**config.mk**
```make
export PLATFORM = sky130hd
export DESIGN_NAME = sync_burst_sram
export DESIGN_NICKNAME = d
export VERILOG_FILES = /design/src/rtl/sram_pkg.sv /design/src/rtl/sram_ctrl.sv /design/src/rtl/sram_datapath.sv /design/src/rtl/sync_burst_sram.sv
export SDC_FILE = /design/constraint.sdc
export NUM_CORES = 2
export LEC_CHECK = 0
export CAP_MARGIN = 20
export CORE_MARGIN = 2
export CORE_UTILIZATION = 25
export DETAILED_ROUTE_END_ITERATION = 8
export SKIP_LAST_GASP = 1
export SLEW_MARGIN = 20
export SYNTH_ARGS = -nofsm -noshare
export SYNTH_HDL_FRONTEND = slang
export SYNTH_SLANG_ARGS = --single-unit
```
**constraint.sdc**
```tcl
create_clock -name clk -period 3.4 [get_ports clk]
set_input_delay 0.68 -clock clk [delete_from_list [all_inputs] [get_ports clk]]
set_output_delay 0.68 -clock clk [all_outputs]
set_load 0.01 [all_outputs]
```
**src/rtl/sram_pkg.sv**
```systemverilog
package sram_pkg;
  localparam int unsigned LANES = 4;

  typedef struct packed {
    logic [LANES-1:0] wrMask;   // lanes to store this edge
    logic             rdEn;     // read captured this edge
    logic             deselCap; // deselecting load captured this edge
  } memCmd_t;
endpackage

```
**src/rtl/sram_ctrl.sv**
```systemverilog
module sram_ctrl
  import sram_pkg::*;
#(
  parameter int unsigned ADDR_W  = 6,
  parameter int unsigned BURST_W = 2
) (
  input  logic              clk,
  input  logic              rstN,
  input  logic              sleep,
  input  logic [ADDR_W-1:0] addrIn,
  input  logic              ce1N,
  input  logic              ce2,
  input  logic              ce3N,
  input  logic              procLoadN,
  input  logic              ctrlLoadN,
  input  logic              advanceN,
  input  logic              seqLinear,
  input  logic              globalWrN,
  input  logic              byteWrN,
  input  logic [LANES-1:0]  laneSelN,
  output memCmd_t           cmd,
  output logic [ADDR_W-1:0] accAddr
);
  logic               activeQ;
  logic [ADDR_W-1:0]  baseQ;
  logic [BURST_W-1:0] cntQ;

  logic               loadCyc;
  logic               selNow;
  logic               access;
  logic               forceRead;
  logic [LANES-1:0]   laneMask;
  logic [BURST_W-1:0] cntNext;
  logic [ADDR_W-1:0]  baseSel;
  logic [BURST_W-1:0] lowBits;

  always_comb begin
    loadCyc   = !procLoadN || !ctrlLoadN;
    selNow    = !ce1N && ce2 && !ce3N;
    forceRead = !procLoadN;
    if (!globalWrN)    laneMask = '1;
    else if (!byteWrN) laneMask = ~laneSelN;
    else               laneMask = '0;
    cntNext = loadCyc ? '0 : cntQ + {{(BURST_W-1){1'b0}}, !advanceN};
    baseSel = loadCyc ? addrIn : baseQ;
    lowBits = seqLinear ? (baseSel[BURST_W-1:0] + cntNext)
                        : (baseSel[BURST_W-1:0] ^ cntNext);
    accAddr = {baseSel[ADDR_W-1:BURST_W], lowBits};
    access  = !sleep && (loadCyc ? selNow : activeQ);

    cmd.wrMask   = (access && !forceRead) ? laneMask : '0;
    cmd.rdEn     = access && (forceRead || laneMask == '0);
    cmd.deselCap = !sleep && loadCyc && !selNow;
  end

  always_ff @(posedge clk) begin
    if (!rstN) begin
      activeQ <= 1'b0;
      baseQ   <= '0;
      cntQ    <= '0;
    end else if (sleep) begin
      activeQ <= 1'b0;
    end else if (loadCyc) begin
      activeQ <= selNow;
      baseQ   <= addrIn;
      cntQ    <= '0;
    end else if (activeQ) begin
      cntQ    <= cntNext;
    end
  end
endmodule

```
**src/rtl/sram_datapath.sv**
```systemverilog
module sram_datapath
  import sram_pkg::*;
#(
  parameter int unsigned ADDR_W = 6,
  parameter int unsigned LANE_W = 9
) (
  input  logic                    clk,
  input  logic                    rstN,
  input  memCmd_t                 cmd,
  input  logic [ADDR_W-1:0]       accAddr,
  input  logic [LANES*LANE_W-1:0] dataIn,
  output logic [LANES*LANE_W-1:0] rdData,
  output logic                    rdValid,
  output logic                    deselQ
);
  localparam int unsigned DEPTH = 1 << ADDR_W;

  logic              rdPendQ;
  logic [ADDR_W-1:0] rdAddrQ;

  always_ff @(posedge clk) begin
    if (!rstN) begin
      rdPendQ <= 1'b0;
      rdValid <= 1'b0;
      deselQ  <= 1'b0;
    end else begin
      rdPendQ <= cmd.rdEn;
      rdValid <= rdPendQ;
      deselQ  <= cmd.deselCap;
    end
  end

  always_ff @(posedge clk) begin
    if (cmd.rdEn) rdAddrQ <= accAddr;
  end

  for (genvar g = 0; g < LANES; g++) begin : gLane
    logic [LANE_W-1:0] laneMem [DEPTH];
    logic [LANE_W-1:0] outQ;

    always_ff @(posedge clk) begin
      if (cmd.wrMask[g]) laneMem[accAddr] <= dataIn[g*LANE_W +: LANE_W];
      if (rdPendQ)       outQ <= laneMem[rdAddrQ];
    end

    assign rdData[g*LANE_W +: LANE_W] = outQ;
  end
endmodule

```
**src/rtl/sync_burst_sram.sv**
```systemverilog
module sync_burst_sram
  import sram_pkg::*;
#(
  parameter int unsigned ADDR_W  = 6,
  parameter int unsigned LANE_W  = 9,
  parameter int unsigned BURST_W = 2
) (
  input  logic                    clk,
  input  logic                    rstN,
  input  logic                    sleep,
  input  logic                    oeN,
  input  logic [ADDR_W-1:0]       addrIn,
  input  logic                    ce1N,
  input  logic                    ce2,
  input  logic                    ce3N,
  input  logic                    procLoadN,
  input  logic                    ctrlLoadN,
  input  logic                    advanceN,
  input  logic                    seqLinear,
  input  logic                    globalWrN,
  input  logic                    byteWrN,
  input  logic [LANES-1:0]        laneSelN,
  input  logic [LANES*LANE_W-1:0] dataIn,
  output logic [LANES*LANE_W-1:0] dataOut,
  output logic                    dataOe
);
  memCmd_t           cmd;
  logic [ADDR_W-1:0] accAddr;
  logic              rdValid;
  logic              deselQ;

  sram_ctrl #(.ADDR_W(ADDR_W), .BURST_W(BURST_W)) u_ctrl (
    .clk(clk), .rstN(rstN), .sleep(sleep), .addrIn(addrIn),
    .ce1N(ce1N), .ce2(ce2), .ce3N(ce3N),
    .procLoadN(procLoadN), .ctrlLoadN(ctrlLoadN), .advanceN(advanceN),
    .seqLinear(seqLinear), .globalWrN(globalWrN), .byteWrN(byteWrN),
    .laneSelN(laneSelN), .cmd(cmd), .accAddr(accAddr)
  );

  sram_datapath #(.ADDR_W(ADDR_W), .LANE_W(LANE_W)) u_dp (
    .clk(clk), .rstN(rstN), .cmd(cmd), .accAddr(accAddr),
    .dataIn(dataIn), .rdData(dataOut), .rdValid(rdValid), .deselQ(deselQ)
  );

  assign dataOe = !oeN && !sleep && rdValid && !deselQ;
endmodule

```
==> results.md <==
- Layout cells sized above 1: 30.91%
- Die Ht: 604.5 µm
- Critical Path End: u_dp.gLane[0].outQ[2]
- Area of the core: between 300000 and 400000 µm²
- PortBufs: 95
- Sequential Power Share: 53.8%
- Die Wd: 604.5 µm
- Unrepaired setup endpoints after global routing: false
- #FFs+latches synth: 2358
- Arrival @ worst endpoint: between 3000 and 4000 ps
- Max Cap Viol: 0
- CTS tree: done
- Top cell by count, worst path: buf_12
- Synth area leader: edfxtp_1
- Crit start category: flop
- Syn Nets: 4160
- R2r setup slk: between 100 and 150 ps
- Sequential share of the synthesized area: between 70% and 80%
- Postcts setup bufs: 0
- WL/cell: approximately 25 µm
- Switch share: 20.95%
- Most used flip-flop cell after synthesis: edfxtp_1
- Fin crit period: 3287 ps
- Routed WL: 243.7 mm
- Post-synth EDFFs: 2346
- H-tree depth: 4
- Power Density: 549.2 nW/µm²
- Vias in the first global route: 45963
- Most area-consuming cells after synthesis: edfxtp_1 (78%), mux4_2 (14%), nor2_1 (1.2%), mux2i_1 (1.1%), o22ai_1 (0.92%)
- Synthesized instance count: 4099
- DR vias/cell: ~4.7
- Worst Hold Class: primary input to flop
- Cell Count Post-Placement: 9314
- Num CTS Buffers: 230
- Number of library cell types mapped by synthesis: 58
- Max-slew violations: 0
- DR iter-0 viols: roughly 6200
- # DRC: 0
- Finished Layout Cells: 9767
- R2r endpoint: u_dp.gLane[0].outQ[2]
- Fill count: 34499
- Vias: 45599
- Slew @ Worst Pin: 1057 ps
- Crit-path cells: buf_12, buf_12, mux4_2, nor2b_1, a2111oi_0, nor4_1, buf_4
- Worst VDD drop: 0.5177 mV
- Fin Clk Skew: 19.30 ps
- Post-layout net count: 4834
- Outcome: complete, no violations
- Critical Path Sink Type: flop
- Dpl hpwl: 161.0 mm
- Internal cell power: 47.04 mW
- Mapped cell area: 90160 µm²
- Top-area cell type share of the netlist area: about four fifths
- Mean Syn Cell Area: 22.00 µm²
- CP peak stage delay: 840 ps
- Final worst path period share: 96.66%
- F_max: 0.3043 GHz
- Reg-to-Reg Start: u_dp.rdAddrQ[0]
- R2R cell count: 7
- Psw: 12.47 mW
- Count of final hold-check violations: 0
- Largest fanout on the critical path: 33
- Drt first pass iters: 5
- Count leader, synth: edfxtp_1
- Grt total ovfl: 0
- I/O pins: 96
- Reg clk slew, reported paths: around 60 ps
- Synth top cells by count: edfxtp_1 (2346), mux4_2 (549), nor2_1 (291)
- Post-CTS resize count: 0
- Clock latency on the worst-skew pair: 870 ps
- Largest net degree at the start of global routing: 65
- Multi-input gate area: 18240 µm²
- CTS sink count: between 2000 and 2500
- Share of total power in combinational logic: 4.0%
- Gr usage total: 13.03%
- Setup violators final: 0
- Critical path class: flop to flop
- GP Congestion: 0.8352
- CP required: approximately 4000 ps
- Worst path slowest cell: a2111oi_0
- Post-CTS Hold Buffers: 0
- Detail Route Antenna Nets: 0
- Async SR Flop Fraction: 0%
- First-pass GRT wire length: 345.6 mm
- Clock network power share: 42.2%
- YS warnings: 0
- Cell Rows: 220
- Core Util, Final: 30.18%
- Die area: 365500 µm²
- Initial core utilization: 25.12%
- CTS Root Cell: clkbuf_16
- Maximum clock insertion buffer count: 3
- Storage cell area: 70690 µm²
- Initial antenna violation count: 32
- Setup crit start: u_dp.rdAddrQ[0]
- Worst slew margin relative to its limit: 29.52%
- Setup TNS: 0 ps
- Area Overhead vs Synth: 20.16%
- Leak pwr: 33.83 nW
-- through the flow --
step / power [mW] / worst slack, ps / hold slack, ps / instance area [µm²]
after floorplan: 33.55 / 426.2 / 449.3 / 90160
after global placement: 35.02 / -568.3 / 467.7 / 100900
after detailed placement: 35.05 / -558.3 / 470.9 / 100900
after CTS: 59.92 / 218.8 / 146.2 / 108300
after global routing: 61.12 / 90.57 / 183.1 / 108300
final: 59.50 / 113.5 / 201.5 / 108300
-- routing by layer --
metal / global-route usage [%] / vias up / routed length, µm
li1: - / 18734 / -
met1: 17.63 / 24305 / 100500
met2: 21.27 / 2184 / 117000
met3: 2.420 / 364 / 19270
met4: 3.862 / 12 / 6834
met5: 0 / - / 74
-- state kept, by name (all words and copies together), names as in the netlist --
name and flops:
u_dp.deselQ 1, u_ctrl.cntQ 2, u_dp.rdValid 1, u_dp.gLane.laneMem 2304, u_dp.rdAddrQ 6, u_ctrl.activeQ 1, u_ctrl.baseQ 6, u_dp.gLane.outQ 36
u_dp.rdPendQ 1
-- how the worst min path moves through the flow --
stage                               start                           end  slack [ps]  cells after the start
final                          dataIn[13]  u_dp.gLane[1].laneMem[40][4]         200                      1
after global routing           dataIn[13]  u_dp.gLane[1].laneMem[47][4]         180                      1
after CTS                      dataIn[13]  u_dp.gLane[1].laneMem[35][4]         150                      1
after detailed placement  u_ctrl.baseQ[0]               u_ctrl.baseQ[0]         470                      2
after global placement     u_ctrl.cntQ[1]                u_ctrl.cntQ[1]         470                      2
after floorplan            u_ctrl.cntQ[1]                u_ctrl.cntQ[1]         450                      2
-- worst max-delay path, delay by kind of cell, from the launching register on --
kind / cells / cell delay (ps)
compound gates: 1 / 840
flops: 1 / 390
mux: 1 / 550
simple gates: 2 / 280
buf+inv: 3 / 850
-- logic make-up (layout without fill, tap and decap cells) --
group	Yosys count	count (layout)	synth area share, %
multiplexers	664	664	15.01
other	0	18	0
buffers and inverters	240	1117	1.442
adder cells (fa/ha/maj)	2	2	0.02775
AO/OA/AOI/OAI	354	354	2.767
AND/OR/NAND/NOR	479	479	2.312
XOR/XNOR	2	2	0.03608
flip-flops	2358	2358	78.40
-- final cells by class --
cell class              count  area share (%)
flip-flops and latches   2358           65.25
multi-input cells        1501           16.83
clock buffers             284           5.585
well taps                4773           5.512
repair buffers            674           5.474
clock inverters           151           1.278
diodes                     18         0.04158
inverters                   8         0.02772
-- power groups by stage --
stage | clock (mW) | sequential (mW) | combinational (mW)
finish | 25.1 | 32.0 | 2.40
global route | 26.6 | 32.0 | 2.51
CTS | 25.5 | 32.0 | 2.42
detailed placement | 0 | 32.6 | 2.42
global placement | 0 | 32.6 | 2.39
floorplan | 0 | 32.6 | 0.916
-- placed cells by master, fill, tap and decap left out, drive strengths merged, types with 13 or more instances in the layout --
cell type	netlist	routed
nor4	26	26
clkdlybuf4s50	0	59
inv	8	18
clkbuf	77	284
buf	155	615
a21oi	34	34
o22ai	132	132
a22oi	29	29
and2	13	13
clkinv	0	116
mux2i	98	98
diode	0	18
nor2	291	291
o221ai	53	53
edfxtp	2346	2346
mux2	17	17
o22a	22	22
a221oi	22	22
nand2	71	71
bufinv	0	21
mux4	549	549
nor2b	17	17
o21ai	22	22
No activity file was read; power rests on OpenSTA's default activity.
